## src/rtl/gs_pkg.sv

```systemverilog
package gs_pkg;

  // Qualified PWM command encoding (bit 1 set means shutdown)
  localparam logic [1:0] CMD_LOW  = 2'b00;
  localparam logic [1:0] CMD_HIGH = 2'b01;

  typedef enum logic [2:0] {
    S_OFF = 3'd0,  // both switches off
    S_HS  = 3'd1,  // high side conducting
    S_LS  = 3'd2,  // low side held (output still masked by skip)
    S_WLS = 3'd3,  // waiting for the low-side gate to be sensed low
    S_DHS = 3'd4,  // dead delay before the high side
    S_WHS = 3'd5,  // waiting for the high-side gate to be sensed low
    S_DLS = 3'd6   // dead delay before the low side
  } seq_state_t;

  typedef enum logic [1:0] {
    T_NONE = 2'd0,
    T_HS   = 2'd1,
    T_LS   = 2'd2
  } target_t;

endpackage

```

## src/rtl/gs_sync.sv

```systemverilog
module gs_sync #(
  parameter int WIDTH  = 2,
  parameter int STAGES = 2
) (
  input  logic             clk,
  input  logic             rst_n,
  input  logic [WIDTH-1:0] d_async,
  output logic [WIDTH-1:0] q_sync
);

  logic [WIDTH-1:0] chain_q [STAGES];

  always_ff @(posedge clk or negedge rst_n) begin
    if (!rst_n) begin
      for (int i = 0; i < STAGES; i++) chain_q[i] <= '0;
    end else begin
      chain_q[0] <= d_async;
      for (int i = 1; i < STAGES; i++) chain_q[i] <= chain_q[i-1];
    end
  end

  assign q_sync = chain_q[STAGES-1];

endmodule

```

## src/rtl/gs_dead_timer.sv

```systemverilog
module gs_dead_timer #(
  parameter int CW = 2
) (
  input  logic          clk,
  input  logic          rst_n,
  input  logic          load,
  input  logic [CW-1:0] load_val,
  input  logic          run,
  output logic          done
);

  logic [CW-1:0] cnt_q, cnt_d;
  logic          cnt_en;

  assign cnt_en = load | (run & (cnt_q != '0));

  always_comb begin
    cnt_d = cnt_q;
    if (load)       cnt_d = load_val;
    else if (run)   cnt_d = cnt_q - CW'(1);
  end

  always_ff @(posedge clk or negedge rst_n) begin
    if (!rst_n)      cnt_q <= '0;
    else if (cnt_en) cnt_q <= cnt_d;
  end

  assign done = (cnt_q == '0);

endmodule

```

## src/rtl/gs_gate_mask.sv

```systemverilog
module gs_gate_mask (
  input  logic en,
  input  logic skip_n,
  input  logic hs_req,
  input  logic ls_req,
  output logic hs_on,
  output logic ls_on
);

  // Combinational masking: disable and skip reach the gates without a clock
  assign hs_on = en & hs_req;
  assign ls_on = en & skip_n & ls_req & ~hs_req;

endmodule

```

## src/rtl/gate_seq.sv

```systemverilog
module gate_seq
  import gs_pkg::*;
#(
  parameter int DEAD_HS_CYC = 2,
  parameter int DEAD_LS_CYC = 3,
  parameter int SYNC_STAGES = 2
) (
  input  logic       clk,
  input  logic       rst_n,
  input  logic       pwr_good,
  input  logic       drv_en,
  input  logic [1:0] pwm_cmd,
  input  logic       skip_n,
  input  logic       ls_gate_low,
  input  logic       hs_gate_low,
  output logic       hs_on,
  output logic       ls_on
);

  localparam int DEAD_MAX = (DEAD_HS_CYC > DEAD_LS_CYC) ? DEAD_HS_CYC : DEAD_LS_CYC;
  localparam int CW       = $clog2(DEAD_MAX + 1);

  logic       en;
  logic [1:0] sense_s;
  logic       ls_low_s, hs_low_s;
  target_t    tgt;
  seq_state_t st_q, st_d;
  logic       tmr_load, tmr_run, tmr_done;
  logic [CW-1:0] tmr_val;

  assign en = pwr_good & drv_en;

  gs_sync #(.WIDTH(2), .STAGES(SYNC_STAGES)) u_sync (
    .clk     (clk),
    .rst_n   (rst_n),
    .d_async ({hs_gate_low, ls_gate_low}),
    .q_sync  (sense_s)
  );

  assign ls_low_s = sense_s[0];
  assign hs_low_s = sense_s[1];

  // Command decode: skip only masks the low-side output, it does not retarget
  always_comb begin
    if (pwm_cmd == CMD_HIGH)     tgt = T_HS;
    else if (pwm_cmd == CMD_LOW) tgt = T_LS;
    else                         tgt = T_NONE;
  end

  // Next-state logic
  always_comb begin
    st_d = st_q;
    if (!en || tgt == T_NONE) begin
      st_d = S_OFF;
    end else if (tgt == T_HS) begin
      case (st_q)
        S_HS:    st_d = S_HS;
        S_DHS:   st_d = tmr_done ? S_HS : S_DHS;
        S_WLS:   st_d = ls_low_s ? S_DHS : S_WLS;
        S_LS:    st_d = skip_n ? S_WLS : S_DHS;
        default: st_d = S_WLS;
      endcase
    end else begin
      case (st_q)
        S_LS:    st_d = S_LS;
        S_DLS:   st_d = tmr_done ? S_LS : S_DLS;
        S_WHS:   st_d = hs_low_s ? S_DLS : S_WHS;
        default: st_d = S_WHS;
      endcase
    end
  end

  // State register
  always_ff @(posedge clk or negedge rst_n) begin
    if (!rst_n) st_q <= S_OFF;
    else        st_q <= st_d;
  end

  // Shared dead-delay timer: the two dead states are mutually exclusive
  always_comb begin
    tmr_load = 1'b0;
    tmr_val  = '0;
    if (st_d == S_DHS && st_q != S_DHS) begin
      tmr_load = 1'b1;
      tmr_val  = CW'(DEAD_HS_CYC - 1);
    end else if (st_d == S_DLS && st_q != S_DLS) begin
      tmr_load = 1'b1;
      tmr_val  = CW'(DEAD_LS_CYC - 1);
    end
  end

  assign tmr_run = (st_q == S_DHS) || (st_q == S_DLS);

  gs_dead_timer #(.CW(CW)) u_dead (
    .clk      (clk),
    .rst_n    (rst_n),
    .load     (tmr_load),
    .load_val (tmr_val),
    .run      (tmr_run),
    .done     (tmr_done)
  );

  gs_gate_mask u_mask (
    .en     (en),
    .skip_n (skip_n),
    .hs_req (st_q == S_HS),
    .ls_req (st_q == S_LS),
    .hs_on  (hs_on),
    .ls_on  (ls_on)
  );

endmodule

```

## config.mk

```make
export PLATFORM = sky130hd
export DESIGN_NAME = gate_seq
export DESIGN_NICKNAME = d
export VERILOG_FILES = /design/src/rtl/gs_pkg.sv /design/src/rtl/gs_sync.sv /design/src/rtl/gs_dead_timer.sv /design/src/rtl/gs_gate_mask.sv /design/src/rtl/gate_seq.sv
export SDC_FILE = /design/constraint.sdc
export NUM_CORES = 1
export LEC_CHECK = 0
export ABC_AREA = 1
export BUFFER_PORTS_ARGS = -buffer_cell sky130_fd_sc_hd__buf_2
export CAP_MARGIN = 10
export CORE_AREA = 2 2 39 41
export CTS_CLUSTER_SIZE = 14
export DETAILED_ROUTE_END_ITERATION = 16
export DIE_AREA = 0 0 41 43
export SLEW_MARGIN = 20
export SYNTH_ARGS = -nofsm -noshare
export SYNTH_HDL_FRONTEND = slang
export SYNTH_SLANG_ARGS = --single-unit
```

## constraint.sdc

```tcl
create_clock -name clk -period 1.85 [get_ports clk]
set_clock_uncertainty 0.05 [all_clocks]
set_input_delay 0.185 -clock clk [delete_from_list [all_inputs] [get_ports clk]]
set_output_delay 0.185 -clock clk [all_outputs]
set_load 0.1 [all_outputs]
```

After elaboration in Yosys (flattened, before gate mapping)

Cells that the tools add are included.
Widths: inputs -> output; s select.

Bitwise operators: 8
Eq/ne operators: 12
Order comparisons: 0
Reduce and logical (&&, ||, !) cells: 11
Shift operators: 0
Divide/modulo/power cells: 0
Multiplexer cells: 17
$mul: 0
Add/sub/neg operators: 1

Operator list:

| cell                | count |
|---|---|
| $mux 3              | 6 |
| $eq 3x3->1 const B  | 5 |
| $mux 2              | 7 |
| $pmux 3 s4          | 1 |
| $pmux 3 s3          | 1 |
| $and 1x1->1         | 6 |
| $eq 3x2->1 const B  | 2 |
| $logic_not 2->1     | 3 |
| $ne 3x3->1 const B  | 2 |
| $eq 2x1->1 const B  | 2 |
| $reduce_bool 2->1   | 2 |
| $eq 3x1->1 const B  | 1 |
| $logic_and 1x1->1   | 2 |
| $logic_or 1x1->1    | 2 |
| $mux 1              | 2 |
| $reduce_and 2->1    | 1 |
| $sub 2x1->2 const B | 1 |
| $logic_not 1->1     | 1 |
| $not 1->1           | 1 |
| $or 1x1->1          | 1 |

Memories kept: 0
Memory bits (read-only): 0
RAM bits: 0
Output and inout port bits: 2
Latch bits: 0
Register bits after elaboration: 9

Longest topological paths before layout

Gate-level depths: netlist of the first run.

Depth after elaboration: 12
Depth in mapped cells: 11
Gate-level depth less buffers: 11

Modules after synthesis

A second synthesis of the first run with hierarchy kept.

Cells, all modules: 99
Area total of the unflattened synthesis: 666.9 um^2

By module, submodules not included:

| module        | area an instance (um^2) | instances | cells each |
|---|---|---|---|
| gate_seq      | 401.6                   | 1         | 68 |
| gs_dead_timer | 127.6                   | 1         | 19 |
| gs_sync       | 115.1                   | 1         | 6 |
| gs_gate_mask  | 22.5                    | 1         | 6 |

Least setup slack after synthesis of the first run

Ideal clock, no wire load.

Path kind: reg2out
From: register st_q[0]
To: output port hs_on
Cell stages (with the launch flop): 3
Required time: 1.615 ns
Slack: -1.765 ns
Data arrival time: 3.380 ns
Path buffers: 0
Cells stage by stage: dfrtp_1 -> inv_1 -> nor4_1

Longest elaborated chain between the ends: 2

RTL lines:

| item                     | line               | text |
|---|---|---|
| start: declaration       | gate_seq.sv:27     | `seq_state_t st_q, st_d;` |
| start signal: assignment | gate_seq.sv:76     | `else st_q <= st_d;` |
| $eq 3x1->1               | gate_seq.sv:106    | `.hs_req (st_q == S_HS),` |
| $and 1x1->1              | gs_gate_mask.sv:11 | `assign hs_on = en & hs_req;` |
| end: declaration         | gate_seq.sv:16     | `output logic hs_on,` |

Every way passes these cells.

Final worst setup path of the first run

From: register st_q[1]
To: output port ls_on

Longest elaborated chain between the ends: 3
Elaborated cells on any way between the ends: 5

RTL lines:

| item                                     | line                             | text |
|---|---|---|
| $eq 3x2->1 or $eq 3x1->1 (tied branches) | gate_seq.sv:107, gate_seq.sv:106 |  |
| $and 1x1->1 or $not 1->1 (tied branches) | gs_gate_mask.sv:12               | `assign ls_on = en & skip_n & ls_req & ~hs_req;` |
| $and 1x1->1 *                            | gs_gate_mask.sv:12               |  |
| end: declaration                         | gate_seq.sv:17                   | `output logic ls_on` |

Mark *: on every way between the ends. The rest lies on a longest branch, timed or not.

==> flow_summary.yaml, run 1 <==
status:
  status: "complete, no violations"
floorplan:
  io_pins: 11
  rows: 14
  core-area_um2: 1380
  die_x_um: 41
  die_area_um2: 1760
  die_y_um: 43
  initial_core_util: 0.362
timing:
  rsz0062_at_grt: "no"
  max_freq_ghz: 0.587
  tns_ns: 0
  hold_viol: 0
  tightest_slew_ns: 0.302
  fin_crit_ns: 1.70
  finalCritPeriodShare: 0.921
  drv_slew: 0
  max_slew_margin: 0.800
  setup_violations: 0
route:
  drt_iter0_drc: 8
  finalWirelength_um: 870
  ant_nets: 0
  vias_per_cell: 4.86
  wl_per_cell_um: 9.16
  vias: 462
  drcViolationCount: 0
  dr.pass1.iters: 4
finish:
  final_cells: 95
  nets: 90
  drive_gt1_frac: 0.304
  antennaDiodeCount: 0
  area_delta_synth_final_pct: 29.8
global_route:
  grt_pass1_vias: 420
  antenna_found_initial: 0
  overflow: 0
  grt_usage: 0.128
  grt_first_pass_wirelength_mm: 1.52
  grt_max_degree: 10
cts:
  cts-root-buf: "clkbuf_4"
  path_clk_slew_ns: 0.05
  post_cts_buffers: 0
  clock_path_buffers: 2
  cts_max_level: 1
  numCtsBuffers: 3
  cts_tree: "built"
  cts.sinks: 9
  clk_latency_ns: 0.25
setup_path:
  arrival_ns: 1.47
  critPathLaunchType: "flip-flop"
  startpoint: "st_q[1]"
  crit_path_end_kind: "primary output"
  cp.required_ns: 1.62
  cp_max_fo: 6
  critical_path_class: "reg2out"
  r2r-start: "u_dead.cnt_q[0]"
job:
  maxCapViolations: 0
place:
  dp_hpwl_um: 719
  place_inst: 88
  gp_congestion: 0.721
  portBuffers: 10
worst_hold_path:
  hold_start: "pwm_cmd[1]"
  min_path_type: "in2reg"
synth:
  synth_cells: 62
  synth_cell_types: 18
  ys_seq_area_frac: 0.450
  synth_seq_cells: 9
  syn_area_um2: 500
  synth_area_per_cell_um2: 8.07
  yosysWarningCount: 0
  syn_nets: 72
pwr:
  p_leak_nw: 0.319
  power_density_nw_per_um2: 775
  irDropWorstVdd_mv: 0.337
[cell usage after synthesis]
library cell	number	area [µm²]
inv_1	11	41.3
nor2_2	1	6.26
mux2_2	1	11.3
ha_1	1	12.5
nand4_1	6	37.5
nand3_2	1	10.0
dfrtp_1	9	225
nor2_1	7	26.3
inv_2	4	15.0
and3_2	1	7.51
nand2_1	7	26.3
nor2_4	1	11.3
o21ai_0	2	10.0
a21boi_0	1	7.51
xor2_1	1	8.76
nor4_1	1	6.26
o211ai_1	1	7.51
nand3_1	6	30.0
[cell families (layout without fill, tap and decap cells)]
kind of cell | count (synthesis) | count (layout) | synth area share
XOR/XNOR | 1 | 1 | 0.0175
AND/OR/NAND/NOR | 31 | 31 | 0.323
multiplexers | 1 | 1 | 0.0225
AO/OA/AOI/OAI | 4 | 4 | 0.0500
buffers and inverters | 15 | 32 | 0.112
flip-flops | 9 | 9 | 0.450
adder cells (fa/ha/maj) | 1 | 1 | 0.0250
[power by group]
group          switching [mW]  total (mW)  internal, mW
sequential             0.0154       0.240         0.224
combinational          0.0679       0.125        0.0566
clock                  0.0567       0.139        0.0823
total                   0.140       0.503         0.363
[path summary, 6_finish.rpt]
path | end | slack, ns | depth (start not counted)
min | st_q[0] | 0.20 | 3
min in group asynchronous | u_sync.q_sync[0] | 0.26 | 2
max in group asynchronous | st_q[2] | 1.32 | 2
max | ls_on | 0.15 | 5
max reg2reg | u_dead.cnt_q[0] | 0.36 | 9
min reg2reg | u_sync.q_sync[1] | 0.30 | 0
[cell type report]
class	instances	area, µm²
Sequential cell	9	225
Tap cell	16	20.0
Inverter	15	56.3
Clock buffer	4	26.3
Multi-Input combinational cell	38	236
Fill cell	132	734
Timing Repair Buffer	13	85.1
[metal layers]
metal	vias to the layer above	global-route usage	part of all wire
met1	210	0.135	0.43
met2	13	0.213	0.49
met5	-	0	0
met4	0	0.0800	0.0092
met3	2	0.0314	0.071
li1	237	-	-
[repair_timing]
action,CTS,global route
hold buffers,3,0
hold endpoints to repair,11,0
gates resized for setup,0,2
endpoints found under the setup margin,0,2
[stage by stage]
stage               total power, mW  worst slack, ns   util  hold WS, ns  area [µm²]
floorplan                     0.332           0.0164      -       -0.161         518
global placement              0.362            0.345  0.425     -0.00301         588
detailed placement            0.366            0.323  0.425     -0.00381         588
finish                        0.503            0.146  0.469        0.204         649
CTS                           0.517           0.0422  0.466        0.198         644
global route                  0.557           0.0326  0.469        0.211         649
[registers in the layout, indices dropped and copies added, names as in the netlist]
| register | count |
|---|---|
| u_sync.chain_q | 2 |
| u_dead.cnt_q | 2 |
| u_sync.q_sync | 2 |
| st_q | 3 |
[layout by cell type, fill, tap and decap left out, drive strengths merged, types with 2 or more instances in the layout]
cell type / Yosys / final
nand2: 7 / 7
o21ai: 2 / 2
nor2: 9 / 9
dfrtp: 9 / 9
nand4: 6 / 6
inv: 15 / 15
buf: 0 / 8
clkbuf: 0 / 6
dlygate4sd3: 0 / 3
nand3: 7 / 7
[critical path, cell delays in order (launching register included)]
cell and delay, ns:
dfrtp_1 0.46, inv_2 0.08, nor2_4 0.14, nand3_1 0.12, nor2_2 0.09, clkbuf_4 0.33
Power figures use the tool's default switching activity.
==> run 2: changes to the inputs <==
--- a/constraint.sdc
+++ b/constraint.sdc
@@ -4,2 +4,2 @@
 set_output_delay 0.185 -clock clk [all_outputs]
-set_load 0.1 [all_outputs]
+set_load 0.01 [all_outputs]
==> run 2 against run 1 <==
- first-iteration DRC count down 13%
- final area down 3.5%
- register-to-register slack better by 0.05 ns
- highest routed layer unchanged
- sequential share of layout area up 1.2 points
==> flow_summary.yaml, run 2 (synthesis gave the netlist of run 1 again) <==
status:
  status: "complete, no violations"
floorplan:
  rows: 14
  die_area_um2: 1760
  core-area_um2: 1380
  initial_core_util: 0.362
  die_x_um: 41
  io_pins: 11
  die_y_um: 43
place:
  dp_hpwl_um: 728
  pre_cts_slack_ns: 0.398
  gp_congestion: 0.791
  portBuffers: 10
setup_path:
  r2r_setup_slack_ns: 0.41
  worst-path-buf-inv: 1
  cp.required_ns: 1.62
  crit_path_end_kind: "primary output"
  arrival_ns: 1.24
  r2r-start: "u_dead.cnt_q[0]"
  critical_path_class: "reg2out"
  crit_family: "flip-flops"
  cpMaxStageDelayCell: "dfrtp_1"
  critPathLaunchType: "flip-flop"
  cp_max_fo: 7
  cpPeakStageDelay_ns: 0.46
  r2r_cells: 9
  cp_cell_sequence: "nor2_4 > nand3_1 > nor2_1 > buf_2"
  r2r_end: "u_dead.cnt_q[0]"
finish:
  registers.top_by_ff_count: "st_q"
  antennaDiodeCount: 0
  nets: 90
  area_delta_synth_final_pct: 25.2
  fillers: 142
  final_cell_mix: "inv_1, buf_2, dfrtp_1"
  largest_register_ffs: 3
  drive_gt1_frac: 0.278
  final_common_cell: "inv_1"
cts:
  cts-root-buf: "clkbuf_4"
  clk_latency_ns: 0.25
  path_clk_slew_ns: 0.05
  cts_tree: "built"
  ctsResizeCount: 0
  numCtsBuffers: 3
  cts.sinks: 9
  cts_max_level: 1
  clock_path_buffers: 2
global_route:
  grt_max_degree: 10
  grt_first_pass_wirelength_mm: 1.52
  antenna_found_initial: 0
  grt_usage: 0.133
  overflow: 0
  grt_pass1_vias: 407
timing:
  rsz0062_at_grt: "no"
  hold_viol: 0
  worst_slack_ns: 0.375
  drv_slew: 0
  finalCritPeriodShare: 0.797
  tns_ns: 0
  max_freq_ghz: 0.678
  fin_crit_ns: 1.47
  setup_violations: 0
  max_slew_margin: 0.830
  tightest_slew_ns: 0.255
route:
  vias_per_cell: 4.69
  finalWirelength_um: 880
  drcViolationCount: 0
  vias: 446
  dr.pass1.iters: 4
  ant_nets: 0
  drt_iter0_drc: 7
  wl_per_cell_um: 9.26
pwr:
  p_leak_nw: 0.320
  p_total_uw: 493
  power_density_nw_per_um2: 787
  irDropWorstVdd_mv: 0.376
worst_hold_path:
  min_path_type: "in2reg"
  hold-path-endpoint: "st_q[0]"
  whs_path_depth: 3
  hold_start: "pwm_cmd[1]"
job:
  maxCapViolations: 0
run 2: stage by stage:
| stage | cells | hold WS, ns | util | area, µm² |
|---|---|---|---|---|
| after detailed placement | 88 | -0.00960 | 0.412 | 571 |
| after global routing | 95 | 0.222 | 0.453 | 627 |
| after floorplan | 62 | -0.161 | - | 500 |
| final | 95 | 0.207 | 0.453 | 627 |
| after CTS | 95 | 0.195 | 0.453 | 627 |
| after global placement | 88 | -0.00791 | 0.412 | 571 |
run 2: per-layer routing:
layer,share of wire,track usage,up-vias
li1,-,-,235
met3,0.028,0.0314,2
met1,0.46,0.143,201
met4,0.016,0.100,0
met2,0.49,0.209,8
met5,0,0,-
run 2: power by group:
part / switching [mW] / total [mW] / internal [mW]
Sequential: 0.0157 / 0.240 / 0.224
Combinational: 0.0605 / 0.115 / 0.0547
Clock: 0.0556 / 0.138 / 0.0823
run 2: what timing repair did:
action / CTS / global route
buffers inserted: 0 / 0
endpoints found under the setup margin: 0 / 0
endpoints found under the hold margin: 11 / 0
hold buffers: 3 / 0
run 2: worst max-delay path by stage:
stage / start / slack, ns / cells past startpoint / endpoint
after floorplan: u_dead.cnt_q[0] / 0.54 / 8 / u_dead.cnt_q[1]
after global placement: st_q[0] / 0.40 / 7 / u_dead.cnt_q[0]
after detailed placement: u_dead.cnt_q[0] / 0.40 / 9 / u_dead.cnt_q[0]
after CTS: st_q[0] / 0.35 / 4 / ls_on
after global routing: st_q[0] / 0.18 / 9 / u_dead.cnt_q[0]
final: st_q[0] / 0.38 / 4 / ls_on
run 2: worst reg2reg max path, cell delays in order, from the launching register on:
cell and delay [ns]:
dfrtp_1 0.36, inv_1 0.05, ha_1 0.20, inv_1 0.07, nand3_1 0.07, nand4_1 0.14
nand4_1 0.14, nor2_1 0.16, inv_1 0.05, o21ai_0 0.07
run 2: cell type report:
cell class                      instances  area, µm²  area share
Inverter                               15       56.3      0.0898
Multi-Input combinational cell         38        219       0.349
Timing Repair Buffer                   13       80.1       0.128
Clock buffer                            4       26.3      0.0419
Tap cell                               16       20.0      0.0319
Sequential cell                         9        225       0.359
==> run 3: changes to the inputs <==
- clock period: 1.85 -> 1.2 ns (I/O delays scaled with it)
==> run 3 against run 2 <==
- highest routed layer unchanged
- worst hold slack worse by 0.024 ns
- final area up 32%
- sequential share of layout area down 8.4 points
- non-clock buffer count up 14
- critical path depth up 1
- the flow now finishes with violations (setup timing)
- routed wire length up 24%
- clock-buffer cell count down 1
- core utilization up 14 points
- largest power group unchanged
- register-to-register slack worse by 0.65 ns
- setup slack worse by 0.64 ns
==> flow_summary.yaml, run 3 (synthesis gave the netlist of run 1 again) <==
cts:
  cts.sinks: 9
  numCtsBuffers: 3
  clk_latency_ns: 0.25
  cts-root-buf: "clkbuf_4"
  clock_path_buffers: 2
  cts_max_level: 1
  cts_tree: "built"
  path_clk_slew_ns: 0.06
global_route:
  grt_first_pass_wirelength_mm: 1.96
  grt_usage: 0.169
  antenna_found_initial: 0
  grt_pass1_vias: 521
  overflow: 0
  grt_max_degree: 10
floorplan:
  die_x_um: 41
  initial_core_util: 0.362
  die_area_um2: 1760
  io_pins: 11
  die_y_um: 43
  core-area_um2: 1380
  rows: 14
timing:
  max_freq_ghz: 0.685
  max_slew_margin: 0.837
  rsz0062_at_grt: "yes"
  setup_violations: 6
  hold_viol: 0
  tns_ns: -1.07
  drv_slew: 0
  tightest_slew_ns: 0.244
  hold_slack_ns: 0.183
  finalCritPeriodShare: 1.22
  worst_slack_ns: -0.260
  fin_crit_ns: 1.46
setup_path:
  path_depth: 5
  crit_path_end_kind: "primary output"
  cp_max_fo: 6
  cp.required_ns: 1.03
  critPathLaunchType: "flip-flop"
  crit_family: "flip-flops"
  arrival_ns: 1.29
  cpPeakStageDelay_ns: 0.47
  critical_path_class: "reg2out"
  cpMaxStageDelayCell: "dfrtp_2"
  worst-path-buf-inv: 2
  cp_cell_sequence: "nor2_4 > nand3_2 > buf_6 > nor2_4 > buf_6"
  r2r_cells: 11
route:
  dr.pass1.iters: 3
  vias: 512
  drcViolationCount: 0
  vias_per_cell: 4.70
  ant_nets: 0
  drt_iter0_drc: 11
  wl_per_cell_um: 10.0
  finalWirelength_mm: 1.09
finish:
  area_delta_synth_final_pct: 65.0
  fillers: 129
  postLayoutCellArea_um2: 826
  largest_register_ffs: 3
  final_cell_mix: "buf_2, buf_4"
  antennaDiodeCount: 0
  final_cells: 109
  registers.top_by_ff_count: "st_q"
  drive_gt1_frac: 0.591
  nets: 104
  final_common_cell: "buf_2"
status:
  violations: "setup timing"
  status: "finished, violations left"
pwr:
  p_leak_nw: 0.405
  p_clk_frac: 0.250
  switching_share: 0.290
  internal_power_uw: 622
  pwr-share-comb: 0.326
  p_sw_uw: 255
  power_density_nw_per_um2: 1060
  pwr-share-seq: 0.424
  irDropWorstVdd_mv: 0.663
place:
  portBuffers: 10
  place_inst: 95
  dp_hpwl_um: 753
  placed_cell_area_um2: 636
  gp_congestion: 0.718
job:
  maxCapViolations: 0
worst_hold_path:
  min_path_type: "in2async"
run 3: cell types whose count changed in the layout (fill, tap and decap cells not counted), moves of 4 or more:
cell     delta
nand2_2     +4
nand2_1     -4
buf_6       +7
buf_4       +8
inv_1       -4
run 3: worst paths after layout:
path / from / to / slack, ns
worst max-delay path: st_q[0] / ls_on / -0.26
worst min-delay path: rst_n / u_sync.q_sync[0] / 0.18
min in group clk: pwm_cmd[1] / st_q[0] / 0.22
max in group asynchronous: rst_n / st_q[2] / 0.73
worst min register to register: u_sync.chain_q[2] / u_sync.q_sync[0] / 0.30
worst max register to register: st_q[0] / u_dead.cnt_q[0] / -0.24
run 3: cell type report:
| type | count | area (µm²) | share of cell area |
|---|---|---|---|
| Clock buffer | 3 | 22.5 | 0.0273 |
| Clock inverter | 1 | 5.00 | 0.00606 |
| Inverter | 15 | 58.8 | 0.0712 |
| Multi-Input combinational cell | 38 | 278 | 0.336 |
| Sequential cell | 9 | 228 | 0.276 |
| Tap cell | 16 | 20.0 | 0.0242 |
| Timing Repair Buffer | 27 | 214 | 0.259 |
run 3: per-layer routing:
metal,part of all wire,up-vias,global-route usage
met4,0.0073,0,0.120
met1,0.43,233,0.190
met2,0.54,11,0.269
met3,0.021,2,0.0314
met5,0,-,0
li1,-,266,-
run 3: per-stage QoR:
stage | worst slack, ns | power [mW] | util
3_5_place_dp | -0.211 | 0.596 | 0.459
3_3_place_gp | -0.198 | 0.591 | 0.459
6_report | -0.260 | 0.877 | 0.597
5_1_grt | -0.372 | 0.943 | 0.597
2_1_floorplan | -0.0461 | 0.534 | -
4_1_cts | -0.232 | 0.853 | 0.565
run 3: what timing repair did:
item / 4_1_cts / 5_1_grt
endpoints found under the hold margin: 11 / 0
setup endpoints to repair: 6 / 7
gates resized for setup: 12 / 14
pin swaps: 4 / 9
buffers inserted: 7 / 2
gates cloned: 0 / 0
hold buffers: 3 / 0
run 3: power by group through the flow:
| stage | logic [mW] | registers [mW] | clock network, mW |
|---|---|---|---|
| floorplan | 0.164 | 0.370 | 0 |
| global placement | 0.217 | 0.374 | 0 |
| detailed placement | 0.220 | 0.377 | 0 |
| CTS | 0.250 | 0.370 | 0.233 |
| global route | 0.324 | 0.373 | 0.246 |
| finish | 0.286 | 0.372 | 0.219 |
